**src/rtl/scl_pacer_pkg.sv**
```systemverilog
package scl_pacer_pkg;
  typedef enum logic [1:0] {
    PH_IDLE = 2'd0,
    PH_LOW  = 2'd1,
    PH_WAIT = 2'd2,
    PH_HIGH = 2'd3
  } scl_phase_e;
endpackage

```
**src/rtl/scl_line_sync.sv**
```systemverilog
module scl_line_sync #(
  parameter int STAGES = 2
) (
  input  logic clk,
  input  logic rst_n,
  input  logic line_raw,
  output logic line_sync
);
  logic [STAGES-1:0] chain_q;

  generate
    genvar gi;
    for (gi = 0; gi < STAGES; gi++) begin : g_stage
      if (gi == 0) begin : g_first
        always_ff @(posedge clk or negedge rst_n) begin
          if (!rst_n) chain_q[0] <= 1'b0;
          else        chain_q[0] <= line_raw;
        end
      end else begin : g_next
        always_ff @(posedge clk or negedge rst_n) begin
          if (!rst_n) chain_q[gi] <= 1'b0;
          else        chain_q[gi] <= chain_q[gi-1];
        end
      end
    end
  endgenerate

  assign line_sync = chain_q[STAGES-1];
endmodule

```
**src/rtl/scl_phase_cnt.sv**
```systemverilog
module scl_phase_cnt #(
  parameter int CNT_W    = 8,
  parameter int LO_FLOOR = 4,
  parameter int HI_FLOOR = 2
) (
  input  logic             clk,
  input  logic             rst_n,
  input  logic [CNT_W-1:0] lo_raw,
  input  logic [CNT_W-1:0] hi_raw,
  input  logic             sel_hi,
  input  logic             clr,
  input  logic             inc,
  output logic             cnt_zero,
  output logic             cnt_last
);
  localparam logic [CNT_W-1:0] LO_MIN = CNT_W'(LO_FLOOR);
  localparam logic [CNT_W-1:0] HI_MIN = CNT_W'(HI_FLOOR);

  logic [CNT_W-1:0] cnt_q, cnt_d;
  logic [CNT_W-1:0] lo_eff, hi_eff, limit;

  always_comb begin
    lo_eff = (lo_raw < LO_MIN) ? LO_MIN : lo_raw;
    hi_eff = (hi_raw < HI_MIN) ? HI_MIN : hi_raw;
    limit  = sel_hi ? hi_eff : lo_eff;
  end

  always_comb begin
    cnt_d = cnt_q;
    if (clr)      cnt_d = '0;
    else if (inc) cnt_d = cnt_q + 1'b1;
  end

  always_ff @(posedge clk or negedge rst_n) begin
    if (!rst_n) cnt_q <= '0;
    else        cnt_q <= cnt_d;
  end

  assign cnt_zero = (cnt_q == '0);
  assign cnt_last = (cnt_q == limit);

  // a counting step advances by exactly one
  a_r1_count_step: assert property (@(posedge clk) disable iff (!rst_n)
    (!clr && inc) |=> (cnt_q == $past(cnt_q) + 1'b1));

  // a counting phase never runs past its clamped limit
  a_r3_within_limit: assert property (@(posedge clk) disable iff (!rst_n)
    (!clr && inc && $stable(lo_raw) && $stable(hi_raw) && $stable(sel_hi)) |-> (cnt_q < limit));
endmodule

```
**src/rtl/scl_pacer.sv**
```systemverilog
module scl_pacer #(
  parameter int CNT_W       = 8,
  parameter int SYNC_STAGES = 2,
  parameter int LO_FLOOR    = 4,
  parameter int HI_FLOOR    = 2
) (
  input  logic             clk,
  input  logic             rst_n,
  input  logic             en,
  input  logic [2*CNT_W-1:0] cfg_word,
  input  logic             scl_in,
  output logic             scl_drive_low,
  output logic             low_start_stb,
  output logic             rise_stb
);
  import scl_pacer_pkg::*;

  scl_phase_e st_q, st_d;
  logic       line_s;
  logic       cnt_clr, cnt_inc, cnt_zero, cnt_last;

  scl_line_sync #(.STAGES(SYNC_STAGES)) u_sync (
    .clk      (clk),
    .rst_n    (rst_n),
    .line_raw (scl_in),
    .line_sync(line_s)
  );

  scl_phase_cnt #(
    .CNT_W   (CNT_W),
    .LO_FLOOR(LO_FLOOR),
    .HI_FLOOR(HI_FLOOR)
  ) u_cnt (
    .clk     (clk),
    .rst_n   (rst_n),
    .lo_raw  (cfg_word[CNT_W-1:0]),
    .hi_raw  (cfg_word[2*CNT_W-1:CNT_W]),
    .sel_hi  (st_q == PH_HIGH),
    .clr     (cnt_clr),
    .inc     (cnt_inc),
    .cnt_zero(cnt_zero),
    .cnt_last(cnt_last)
  );

  always_comb begin
    st_d    = st_q;
    cnt_clr = 1'b0;
    cnt_inc = 1'b0;
    if (!en) begin
      st_d    = PH_IDLE;
      cnt_clr = 1'b1;
    end else begin
      case (st_q)
        PH_IDLE: begin
          st_d    = PH_LOW;
          cnt_clr = 1'b1;
        end
        PH_LOW: begin
          if (cnt_last) begin
            st_d    = PH_WAIT;
            cnt_clr = 1'b1;
          end else begin
            cnt_inc = 1'b1;
          end
        end
        PH_WAIT: begin
          cnt_clr = 1'b1;
          if (line_s) st_d = PH_HIGH;
        end
        PH_HIGH: begin
          if (!line_s || cnt_last) begin
            st_d    = PH_LOW;
            cnt_clr = 1'b1;
          end else begin
            cnt_inc = 1'b1;
          end
        end
        default: begin
          st_d    = PH_IDLE;
          cnt_clr = 1'b1;
        end
      endcase
    end
  end

  always_ff @(posedge clk or negedge rst_n) begin
    if (!rst_n) st_q <= PH_IDLE;
    else        st_q <= st_d;
  end

  assign scl_drive_low = (st_q == PH_LOW);
  assign low_start_stb = (st_q == PH_LOW)  && cnt_zero;
  assign rise_stb      = (st_q == PH_HIGH) && cnt_zero;

  // disabling releases the line and silences both strobes
  a_r5_disable_quiet: assert property (@(posedge clk) disable iff (!rst_n)
    !en |=> (!scl_drive_low && !low_start_stb && !rise_stb));

  // a high phase only starts once the synchronized line reads high
  a_r6_rise_needs_line: assert property (@(posedge clk) disable iff (!rst_n)
    rise_stb |-> $past(line_s));

  // a line pulled low during the high phase starts a low phase
  a_r7_early_low: assert property (@(posedge clk) disable iff (!rst_n)
    (st_q == PH_HIGH && !line_s && en) |=> low_start_stb);

  // a low-phase strobe is never followed by another in the next cycle
  a_r4_single_low_stb: assert property (@(posedge clk) disable iff (!rst_n)
    low_start_stb |=> !low_start_stb);

  // the last counted low cycle releases the line
  a_r1_low_release: assert property (@(posedge clk) disable iff (!rst_n)
    (scl_drive_low && cnt_last) |=> !scl_drive_low);
endmodule

```
**config.mk**
```make
export PLATFORM = sky130hd
export DESIGN_NAME = scl_pacer
export DESIGN_NICKNAME = d
export VERILOG_FILES = /design/src/rtl/scl_pacer_pkg.sv /design/src/rtl/scl_line_sync.sv /design/src/rtl/scl_phase_cnt.sv /design/src/rtl/scl_pacer.sv
export SDC_FILE = /design/constraint.sdc
export NUM_CORES = 1
export LEC_CHECK = 0
export ABC_AREA = 0
export BUFFER_PORTS_ARGS = -buffer_cell sky130_fd_sc_hd__buf_2
export CORE_ASPECT_RATIO = 1.75
export CORE_UTILIZATION = 35
export DETAILED_ROUTE_END_ITERATION = 16
export PLACE_DENSITY = 0.63
export SLEW_MARGIN = 10
export SYNTH_ARGS = -nofsm -noshare
export SYNTH_HDL_FRONTEND = slang
export SYNTH_HIERARCHICAL = 1
export SYNTH_SLANG_ARGS = --single-unit
```
**constraint.sdc**
```tcl
create_clock -name clk -period 3.8 [get_ports clk]
set_input_delay 0.76 -clock clk [delete_from_list [all_inputs] [get_ports clk]]
set_output_delay 0.76 -clock clk [all_outputs]
set_load 0.01 [all_outputs]
```
### Word level (Yosys, flattened, before mapping)

Index checks and enable logic that the tools add are counted.

* register bits: 12
* logic and storage cells: 41
* bits of input ports: 20

* reductions and logical operators: 9
* mux-type cells: 18
* equal/unequal tests: 7
* $add $sub $neg: 1
* $lt $le $gt $ge: 2

Operator list (number)
* two-way mux 8 bit: 5
* adder 8 x 1 -> 8 bit (second input constant): 1
* equality test 8 bit: 1
* logical NOT 8 bit: 1
* < comparator 8 x 2 -> 1 bit (second input constant): 1
* < comparator 8 x 3 -> 1 bit (second input constant): 1
* two-way mux 2 bit: 4
* one-hot mux 2 bit (4 select lines): 1
* two-way mux 1 bit: 6
* inequality test 3 x 2 -> 1 bit (second input constant): 2
* equality test 2 bit (second input constant): 2
* inequality test 3 bit (second input constant): 1
* one-hot mux 1 bit (3 select lines): 1
* AND reduction 3 bit: 1
* equality test 2 x 1 -> 1 bit (second input constant): 1
* logical AND 1 bit: 2
* logical NOT 2 bit: 1
* one-hot mux 1 bit (2 select lines): 1
* nonzero test 2 bit: 1
* OR reduction 2 bit: 1
* logical NOT 1 bit: 1
* logical OR 1 bit: 1

### Longest topological paths before layout

Gate-level depths: netlist (run 1).

* word-level depth: 10
* mapped depth: 13
* mapped depth without buffers: 11

### Modules after synthesis

Netlist (run 1), hierarchy kept.

Modules (own cells, without submodules)
* scl_phase_cnt: area each 660.6 µm², times used 1, seq. area each 200.2 µm², cells an instance 74
* scl_pacer: area each 237.7 µm², times used 1, seq. area each 50.0 µm², cells an instance 28
* scl_line_sync: area each 50.0 µm², times used 1, seq. area each 50.0 µm², cells an instance 2

### Worst setup path before layout (run 1)

OpenSTA, ideal clock, no wires.

* path kind: input port to flip-flop
* start point: input port cfg_word[14]
* end point: register u_cnt.cnt_q[7]
* setup slack: 859 ps
* required time: 3723 ps
* stages: 11
* arrival: 2864 ps
* library setup time: 78 ps
* cells stage by stage: nor4_1 -> a21oi_1 -> a2bb2oi_2 -> xnor2_1 -> nor4_2 -> a21oi_1 -> o21ai_1 -> clkbuf_2 -> o2111ai_1 -> or3_1 -> a21oi_1

* cells in the longest elaborated chain, start to end: 9

Ends and longest elaborated chain
* from (decl): line scl_pacer.sv:10 `input logic [2*CNT_W-1:0] cfg_word,`
* < comparator 8 x 2 -> 1 bit: line scl_phase_cnt.sv:24 `hi_eff = (hi_raw < HI_MIN) ? HI_MIN : hi_raw;`
* two-way mux 8 bit (*): line scl_phase_cnt.sv:24
* two-way mux 8 bit (*): line scl_phase_cnt.sv:25 `limit = sel_hi ? hi_eff : lo_eff;`
* equality test 8 bit (*): line scl_phase_cnt.sv:40 `assign cnt_last = (cnt_q == limit);`
* net cnt_last: line scl_pacer.sv:20 `logic cnt_clr, cnt_inc, cnt_zero, cnt_last;`
* logical OR 1 bit: line scl_pacer.sv:71 `if (!line_s || cnt_last) begin`
* two-way mux 1 bit: line scl_pacer.sv:71
* one-hot mux 1 bit (3 select lines) (*): line scl_pacer.sv:53 `case (st_q)`
* two-way mux 1 bit (*): line scl_pacer.sv:49 `if (!en) begin`
* net cnt_clr: line scl_pacer.sv:20
* two-way mux 8 bit / nonzero test 2 bit (equally long branches)
* to (signal assigned): line scl_phase_cnt.sv:36 `else cnt_q <= cnt_d;`
* to (decl): line scl_phase_cnt.sv:19 `logic [CNT_W-1:0] cnt_q, cnt_d;`

The timed path passes the listed nets; every way through them passes the cells marked *.
A chain may end at the register's enable or synchronous reset.

### Final worst setup path (run 1)

* start point: register st_q[0]
* end point: register u_cnt.cnt_q[7]

* cells in the longest elaborated chain, start to end: 8

Ends and longest elaborated chain
* from (decl): line scl_pacer.sv:18 `scl_phase_e st_q, st_d;`
* from (signal assigned): line scl_pacer.sv:88 `else st_q <= st_d;`
* equality test 2 bit (*): line scl_pacer.sv:38 `.sel_hi (st_q == PH_HIGH),`
* two-way mux 8 bit (*): line scl_phase_cnt.sv:25
* equality test 8 bit (*): line scl_phase_cnt.sv:40
* net cnt_last: line scl_pacer.sv:20
* logical OR 1 bit: line scl_pacer.sv:71
* two-way mux 1 bit: line scl_pacer.sv:71
* one-hot mux 1 bit (2 select lines) (*): line scl_pacer.sv:53
* two-way mux 1 bit (*): line scl_pacer.sv:49
* net cnt_inc: line scl_pacer.sv:20
* nonzero test 2 bit (no line) (*)

Marked as above.

==> results of run 1 <==
-- layer usage --
layer,track usage,wire [um],share of wire
met2,0.260,1070,0.58
met4,0.0430,12,0.0065
met1,0.147,708,0.39
met5,0,0,0
met3,0.0188,50,0.027
-- registers in the layout (all words and copies together) (netlist names) --
| register | count |
|---|---|
| u_cnt/cnt_q | 8 |
| u_sync/chain_q | 1 |
| u_sync/line_sync | 1 |
| st_q | 2 |
-- worst reg2reg max path: cells and delay by family (launching register included) --
| kind | cells | cell delay [ns] |
|---|---|---|
| fa+ha+maj | 1 | 0.47 |
| compound gates | 2 | 0.45 |
| flops | 1 | 0.44 |
| mux | 1 | 0.31 |
| simple gates | 5 | 1.29 |
| xor+xnor | 1 | 0.16 |
-- cells in the mapped netlist --
cell / instances
a2bb2oi_2: 1
xor2_1: 7
nor2_1: 9
o22ai_1: 1
and2_1: 2
a2bb2oi_1: 1
or4b_2: 1
o2111ai_1: 1
nand2_1: 9
and2b_4: 1
nor3_2: 1
or3_1: 2
a31oi_1: 2
buf_6: 1
o21ai_0: 2
nor3_1: 1
buf_2: 1
nor4_1: 4
or3b_1: 1
ha_1: 8
nand4_1: 2
a21oi_1: 6
xnor2_1: 6
inv_1: 7
nand3_1: 1
dfrtp_1: 12
clkbuf_2: 2
and3_1: 1
o21ai_1: 1
mux2i_1: 8
nor3b_1: 1
nor4_2: 1
-- power by group through the flow --
stage / Sequential [mW] / Combinational (mW) / Clock (mW)
5_1_grt: 0.160 / 0.219 / 0.149
3_5_place_dp: 0.158 / 0.198 / 0
3_3_place_gp: 0.157 / 0.196 / 0
6_report: 0.156 / 0.198 / 0.135
2_1_floorplan: 0.154 / 0.149 / 0
4_1_cts: 0.156 / 0.201 / 0.140
-- placed cells by master (no fill, tap or decap), types with 2 or more instances in the layout --
| cell type | instances |
|---|---|
| xor2_1 | 7 |
| nand2_1 | 9 |
| nor4_1 | 4 |
| o21ai_0 | 2 |
| buf_2 | 22 |
| nand4_1 | 2 |
| nor2_1 | 9 |
| and2_1 | 2 |
| mux2i_1 | 8 |
| ha_1 | 8 |
| a21oi_1 | 6 |
| a31oi_1 | 2 |
| or3_1 | 2 |
| xnor2_1 | 6 |
| inv_1 | 7 |
| dfrtp_1 | 12 |
| clkbuf_8 | 4 |
-- worst paths after layout --
path,start,end,slack (ns),cells past startpoint
max,st_q[0],u_cnt/cnt_q[7],0.60,10
max in group asynchronous,rst_n,u_cnt/cnt_q[6],3.20,1
max reg2reg,st_q[0],u_cnt/cnt_q[7],0.60,10
min reg2reg,u_sync/chain_q[0],u_sync/line_sync,0.35,0
min,u_sync/chain_q[0],u_sync/line_sync,0.35,0
min in group asynchronous,rst_n,u_sync/chain_q[0],0.39,1
-- cell type report --
type	count	area, sq um	share of cell area
well taps	26	32.5	0.0289
clock buffers	4	55.1	0.0488
flip-flops and latches	12	300	0.266
multi-input cells	81	596	0.528
inverters	7	26.3	0.0233
repair buffers	23	118	0.104
-- kinds of logic after synthesis --
kind of cell | after synthesis | share of synthesized area
adder cells (fa/ha/maj) | 8 | 0.106
multiplexers | 8 | 0.0844
AO/OA/AOI/OAI | 15 | 0.102
flip-flops | 12 | 0.317
XOR/XNOR | 13 | 0.120
buffers and inverters | 11 | 0.0554
AND/OR/NAND/NOR | 37 | 0.216
-- through the flow --
| stage | setup slack (ns) | utilization |
|---|---|---|
| after detailed placement | 0.355 | 0.425 |
| after CTS | 0.583 | 0.447 |
| after global routing | 0.359 | 0.447 |
| final | 0.596 | 0.447 |
| after floorplan | 0.859 | - |
| after global placement | 0.508 | 0.425 |
==> results.toml, run 1 <==
[grt]
first_global_vias = 737
grt_start_max_net_pins = 13
antenna_found_initial = 0
grt_usage = 0.141
grt_overflow = 0
grt_pass1_wl_um = 2910

[routing]
drc = 0
drt_wl_total_um = 1840
antenna_left = 0
drtIter0Drc = 3
num_vias = 792
vias_per_cell = 5.18
wl_per_cell_um = 12.0
firstDrtPassIters = 3

[power_and_ir_drop]
p_sw_frac = 0.340
leakage_nw = 0.503
switchingPower_mw = 0.166
p_comb_frac = 0.406
power_mw = 0.488
seqPwrFrac = 0.319
cellPowerDensity_nw_per_um2 = 433
p_int_mw = 0.322
pwr-share-clk = 0.276
vdd.ir_drop.worst_mv = 0.234

[status]
outcome = "complete, no violations"

[sta]
skew_ns = 0.00253
drv_slew = 0
fmax_mhz = 312
finalSetupViolations = 0
finalCritPeriodShare = 0.843
hold_viol = 0
rsz0062_at_grt = "no"
tightest_slew_ns = 0.769
fin_crit_ns = 3.20
max_slew_margin = 0.486
holdWs_ns = 0.346
tns_ns = 0

[finish]
fill_cells = 260
n_antenna_cell = 0
drive_gt1_frac = 0.252
synthToLayoutAreaGrowth_pct = 18.9
finalNonFillerCells = 153
nets = 156
final_area_sq_um = 1130

[clock_tree]
htreeDepth = 1
cts-root-buf = "clkbuf_8"
numCtsBuffers = 3
worst_skew_pair.late_latency_ns = 0.23
clock_sinks = 12
cts_resized = 0
cts_tree = "built"
clkTransAtPathRegs_ns = 0.05
clk_path_buf_depth = 2
cts_setup_buffers = 0
ctsHoldBuffers = 0

[synth]
synth_warnings = 6
avgSynthCellArea_sq_um = 9.12
yosys-top-cells-area = "dfrtp_1, ha_1, mux2i_1"
synth_nets = 132
synth_cell_types = 32
synth-seq-area-share = 0.317
yosysTopAreaCell = "dfrtp_1"
syn_inst = 104
ys_seq_elements = 12
yosys.area.top_type_share = 0.317
synth_area_sq_um = 948

[worst_setup_path]
start_kind = "register"
cp.required_ns = 3.96
slowest_stage = "nor3b_1"
path_class = "register to register"
path_max_fanout = 10
cp-end-kind = "register"
crit_buf_inv = 0
path_delay_family = "simple AND/OR/NAND/NOR gates"
path_cells = "ha_1 > mux2i_1 > xnor2_1 > nor3_2 > nand3_1 > nor4_2 > nor3b_1 > o2111ai_1 > or3_1 > a21oi_1"
slowest_delay_ns = 0.65
worstPathArrival_ns = 3.36

[place]
gp_congestion = 0.801
place_area_sq_um = 1070
dpl.cell_count = 149
portBuffers = 22
hpwl_um = 1580

[die]
die_h_um = 70.9
initial_core_util = 0.376
fp.dieArea_sq_um = 2930
die_x_um = 41.4
num_rows = 24
io_pins = 23
fp.coreArea_sq_um = 2520

[flow_run]
drv_cap = 0

[worst_hold_path]
hp-class = "register to register"
No activity file was read; power rests on OpenSTA's default activity.
==> run 2: changes to the inputs <==
PLACE_DENSITY = 0.65   (was 0.63)
clock period = 2.6 ns   (was 3.8 ns; I/O delays follow)
==> run 2 against run 1 <==
  * Combinational power increased by 110%
  * Maximum frequency grew 27%
  * Worst setup slack lost 0.52 ns
  * Non-clock buffer count is 14 higher
==> results.toml, run 2 (same netlist as run 1, synthesis figures left out) <==
[die]
die_x_um = 41.4
num_rows = 24
io_pins = 23
initial_core_util = 0.376
fp.coreArea_sq_um = 2520
die_h_um = 70.9
fp.dieArea_sq_um = 2930

[worst_setup_path]
start_kind = "register"
path_delay_family = "simple AND/OR/NAND/NOR gates"
slowest_delay_ns = 0.41
cp-end-kind = "register"
path_class = "register to register"
path_cells = "ha_4 > buf_6 > and2b_4 > a2bb2oi_2 > xnor2_1 > nor4_2 > a21oi_1 > o21ai_2 > o2111ai_4 > or3_1 > a21oi_1"
path_max_fanout = 5
crit_buf_inv = 1
crit_top_cell = "a21oi_1"
worstPathArrival_ns = 2.70
cp.required_ns = 2.77
slowest_stage = "dfrtp_1"

[power_and_ir_drop]
seqPwrFrac = 0.262
p_comb_frac = 0.493
vdd.ir_drop.worst_mv = 0.279
leakage_nw = 0.588
pwr-share-clk = 0.245
p_int_mw = 0.538
switchingPower_mw = 0.295
cellPowerDensity_nw_per_um2 = 625
p_sw_frac = 0.354

[routing]
drtIter0Drc = 19
wl_per_cell_um = 14.1
firstDrtPassIters = 2
drc = 0
num_vias = 878
drt_wl_total_um = 2360
antenna_left = 0
vias_per_cell = 5.26

[sta]
fin_ws_ns = 0.0750
rsz0062_at_grt = "yes"
tightest_slew_ns = 0.343
max_slew_margin = 0.769
drv_slew = 0
fmax_mhz = 396
finalCritPeriodShare = 0.971
fin_crit_ns = 2.53
hold_viol = 0
holdWs_ns = 0.145
finalSetupViolations = 0
skew_ns = 0.00225

[grt]
first_global_vias = 853
grt_start_max_net_pins = 13
grt_pass1_wl_um = 3490
antenna_found_initial = 0
grt_overflow = 0
grt_usage = 0.174

[finish]
top_regs = "u_cnt/cnt_q: 8 flops, st_q: 2 flops"
fill_cells = 241
final_area_sq_um = 1330
largest_reg_flops = 8
nets = 170
synthToLayoutAreaGrowth_pct = 40.5
drive_gt1_frac = 0.397
n_antenna_cell = 0
regMostFlops = "u_cnt/cnt_q"
final_common_cell = "buf_2"
post-route-util = 0.528
layout_common_cells = "buf_2, buf_4, dfrtp_1"

[clock_tree]
worst_skew_pair.late_latency_ns = 0.24
cts_tree = "built"
clkTransAtPathRegs_ns = 0.05
cts-root-buf = "clkbuf_8"
clock_sinks = 12
numCtsBuffers = 3
htreeDepth = 1
clk_path_buf_depth = 2

[flow_run]
drv_cap = 0

[place]
place_area_sq_um = 1170
preCtsSetupSlack_ns = -0.198
portBuffers = 22
gp_congestion = 0.813
hpwl_um = 1810

[status]
outcome = "complete, no violations"

[worst_hold_path]
hp-class = "input port to asynchronous set/reset pin"
run 2: changes by cell type in the layout (fill, tap and decap cells not counted), moves of 2 or more:
| cell | change |
|---|---|
| buf_4 | +11 |
| buf_6 | +3 |
| mux2i_1 | -3 |
| mux2i_2 | +2 |
| nor4_1 | -2 |
run 2: worst paths after layout:
check                             startpoint               end  slack [ns]  depth (start not counted)
max                                  st_q[0]    u_cnt/cnt_q[7]        0.07                         11
min                                    rst_n    u_cnt/cnt_q[7]        0.14                          1
max reg2reg                          st_q[0]    u_cnt/cnt_q[7]        0.07                         11
min reg2reg                u_sync/chain_q[0]  u_sync/line_sync        0.35                          0
max in group asynchronous              rst_n    u_cnt/cnt_q[0]        2.24                          1
min in group clk           u_sync/chain_q[0]  u_sync/line_sync        0.35                          0
run 2: final cells by class:
| cell class | instances | area [sq um] | area share |
|---|---|---|---|
| Tap cell | 26 | 32.5 | 0.0244 |
| Inverter | 7 | 26.3 | 0.0197 |
| Multi-Input combinational cell | 81 | 684 | 0.514 |
| Sequential cell | 12 | 300 | 0.225 |
| Timing Repair Buffer | 37 | 234 | 0.176 |
| Clock buffer | 4 | 55.1 | 0.0413 |
run 2: repair_timing:
action / 4_1_cts / 5_1_grt
resized for setup: 1 / 14
buffers inserted: 0 / 4
endpoints found under the setup margin: 3 / 8
pin swaps: 0 / 1
hold buffers: 0 / 0
run 2: routing by layer:
layer | vias to the layer above | share of wire | track usage
li1 | 434 | - | -
met1 | 418 | 0.36 | 0.152
met2 | 18 | 0.58 | 0.321
met3 | 8 | 0.033 | 0.0219
met4 | 0 | 0.030 | 0.111
met5 | - | 0 | 0
run 2: metrics by stage:
step / instances / power (mW) / TNS, ns
5_1_grt: 167 / 0.893 / -0.267
3_5_place_dp: 159 / 0.573 / -0.627
4_1_cts: 163 / 0.789 / 0
2_1_floorplan: 104 / 0.455 / 0
6_report: 167 / 0.833 / 0
3_3_place_gp: 159 / 0.559 / -0.317
run 2: power by group through the flow:
stage | Sequential (mW) | Clock [mW] | Combinational [mW]
2_1_floorplan | 0.228 | 0 | 0.227
3_3_place_gp | 0.214 | 0 | 0.344
3_5_place_dp | 0.217 | 0 | 0.356
4_1_cts | 0.218 | 0.210 | 0.361
5_1_grt | 0.221 | 0.218 | 0.454
6_report | 0.218 | 0.204 | 0.410
==> run 3: changes to the inputs <==
PLACE_DENSITY = 0.63   (was 0.65)
clock period = 2.7 ns   (was 2.6 ns; I/O delays follow)
==> run 3 against run 2 <==
  * Non-clock buffer count down 8
  * Combinational power down 15%
  * Worst hold slack better by 0.023 ns
  * Utilization down 3.2 points
  * Die area unchanged
  * Register-to-register slack better by 0.09 ns
  * Clock-buffer cell count unchanged
  * Critical path depth unchanged
  * Via count down 1.5%
  * Maximum frequency down 0.54%
  * Worst setup slack better by 0.086 ns
  * Highest routed layer unchanged
==> results.toml, run 3 (same netlist as run 1, synthesis figures left out) <==
[routing]
firstDrtPassIters = 4
drc = 0
num_vias = 865
drtIter0Drc = 11
antenna_left = 0
drt_wl_total_um = 2190
vias_per_cell = 5.44
wl_per_cell_um = 13.8

[sta]
skew_ns = 0.00246
drv_slew = 0
finalCritPeriodShare = 0.940
max_slew_margin = 0.762
tns_ns = 0
holdWs_ns = 0.168
tightest_slew_ns = 0.354
fmax_mhz = 394
fin_crit_ns = 2.54
finalSetupViolations = 0
hold_viol = 0

[place]
hpwl_um = 1760
dpl.cell_count = 156
portBuffers = 22
gp_congestion = 0.824

[grt]
grt_overflow = 0
antenna_found_initial = 0
grt_start_max_net_pins = 13
first_global_vias = 847
grt_usage = 0.167
grt_pass1_wl_um = 3440

[worst_setup_path]
path_cells = "ha_4 > mux2i_4 > xnor2_1 > nor3_2 > nand3_1 > nor4_2 > a21oi_1 > o21ai_2 > o2111ai_2 > or3_1 > a21oi_2"
slowest_delay_ns = 0.40
cp.required_ns = 2.87
slowest_stage = "dfrtp_1"
start_kind = "register"
worstPathArrival_ns = 2.71
path_class = "register to register"
cp-end-kind = "register"
path_max_fanout = 10

[clock_tree]
clk_path_buf_depth = 2
htreeDepth = 1
worst_skew_pair.late_latency_ns = 0.24
cts-root-buf = "clkbuf_8"
numCtsBuffers = 3
clkTransAtPathRegs_ns = 0.05
clock_sinks = 12
cts_tree = "built"
cts_setup_buffers = 0

[power_and_ir_drop]
p_int_mw = 0.488
p_sw_frac = 0.354
cellPowerDensity_nw_per_um2 = 605
leakage_nw = 0.545
switchingPower_mw = 0.268
p_comb_frac = 0.458
power_mw = 0.757
seqPwrFrac = 0.286
vdd.ir_drop.worst_mv = 0.302
pwr-share-clk = 0.256

[finish]
finalNonFillerCells = 159
final_common_cell = "buf_2"
top_regs = "u_cnt/cnt_q: 8 flops, st_q: 2 flops"
layout_common_cells = "buf_2, dfrtp_1, nand2_1, nor2_1"
synthToLayoutAreaGrowth_pct = 31.9
post-route-util = 0.496
nets = 162
largest_reg_flops = 8
multi_input_area_sq_um = 673
regArea_sq_um = 302
fill_cells = 236
drive_gt1_frac = 0.361
n_antenna_cell = 0
regMostFlops = "u_cnt/cnt_q"

[status]
outcome = "complete, no violations"

[die]
num_rows = 24
die_h_um = 70.9
die_x_um = 41.4
fp.dieArea_sq_um = 2930
initial_core_util = 0.376
fp.coreArea_sq_um = 2520
io_pins = 23

[flow_run]
drv_cap = 0

[worst_hold_path]
hp-class = "input port to asynchronous set/reset pin"
run 3: cell count changes in the layout (fill, tap and decap cells not counted), sizes merged:
cell,before,now
buf,37,29
run 3: critical path, delay by kind of cell, from the launching register on:
family,cells,cell delay (ns)
multiplexers,1,0.26
AND/OR/NAND/NOR,4,0.94
AO/OA/AOI/OAI,4,0.50
adder cells (fa/ha/maj),1,0.27
flip-flops,1,0.40
XOR/XNOR,1,0.09
run 3: timing repair:
item | CTS | global route
gates resized for setup | 0 | 13
setup endpoints to repair | 0 | 5
hold buffers | 0 | 0
endpoints found under the hold margin | 0 | 0
run 3: worst paths after layout:
| kind | from | end | slack [ns] | cells past startpoint |
|---|---|---|---|---|
| hold / removal | rst_n | u_cnt/cnt_q[7] | 0.17 | 1 |
| setup / recovery | st_q[1] | u_cnt/cnt_q[5] | 0.16 | 11 |
| max in group asynchronous | rst_n | u_cnt/cnt_q[1] | 2.30 | 1 |
| min in group clk | u_sync/chain_q[0] | u_sync/line_sync | 0.35 | 0 |
| setup reg to reg | st_q[1] | u_cnt/cnt_q[5] | 0.16 | 11 |
| hold reg to reg | u_sync/chain_q[0] | u_sync/line_sync | 0.35 | 0 |
run 3: stage by stage:
step | area, sq um | worst slack (ns)
floorplan | 955 | 0.0286
global placement | 1140 | -0.0186
detailed placement | 1140 | -0.0296
CTS | 1200 | 0.0429
global route | 1250 | -0.0186
finish | 1250 | 0.161
run 3: power by group through the flow:
stage	Sequential (mW)	Combinational [mW]	Clock, mW
global route	0.218	0.379	0.214
detailed placement	0.212	0.328	0
floorplan	0.217	0.210	0
global placement	0.211	0.318	0
CTS	0.209	0.330	0.201
finish	0.217	0.347	0.193
run 3: cell type report:
type	instances	area share
multi-input combinational	81	0.538
sequential	12	0.241
inverter	7	0.0210
clock buffer	4	0.0440
timing repair buffer	29	0.130
tap	26	0.0260
run 3: per-layer routing:
| layer | part of all wire | wire length, um | GRT usage |
|---|---|---|---|
| met1 | 0.39 | 853 | 0.167 |
| met2 | 0.56 | 1230 | 0.297 |
| met3 | 0.026 | 57 | 0.0188 |
| met4 | 0.023 | 51 | 0.0968 |
| met5 | 0 | 0 | 0 |
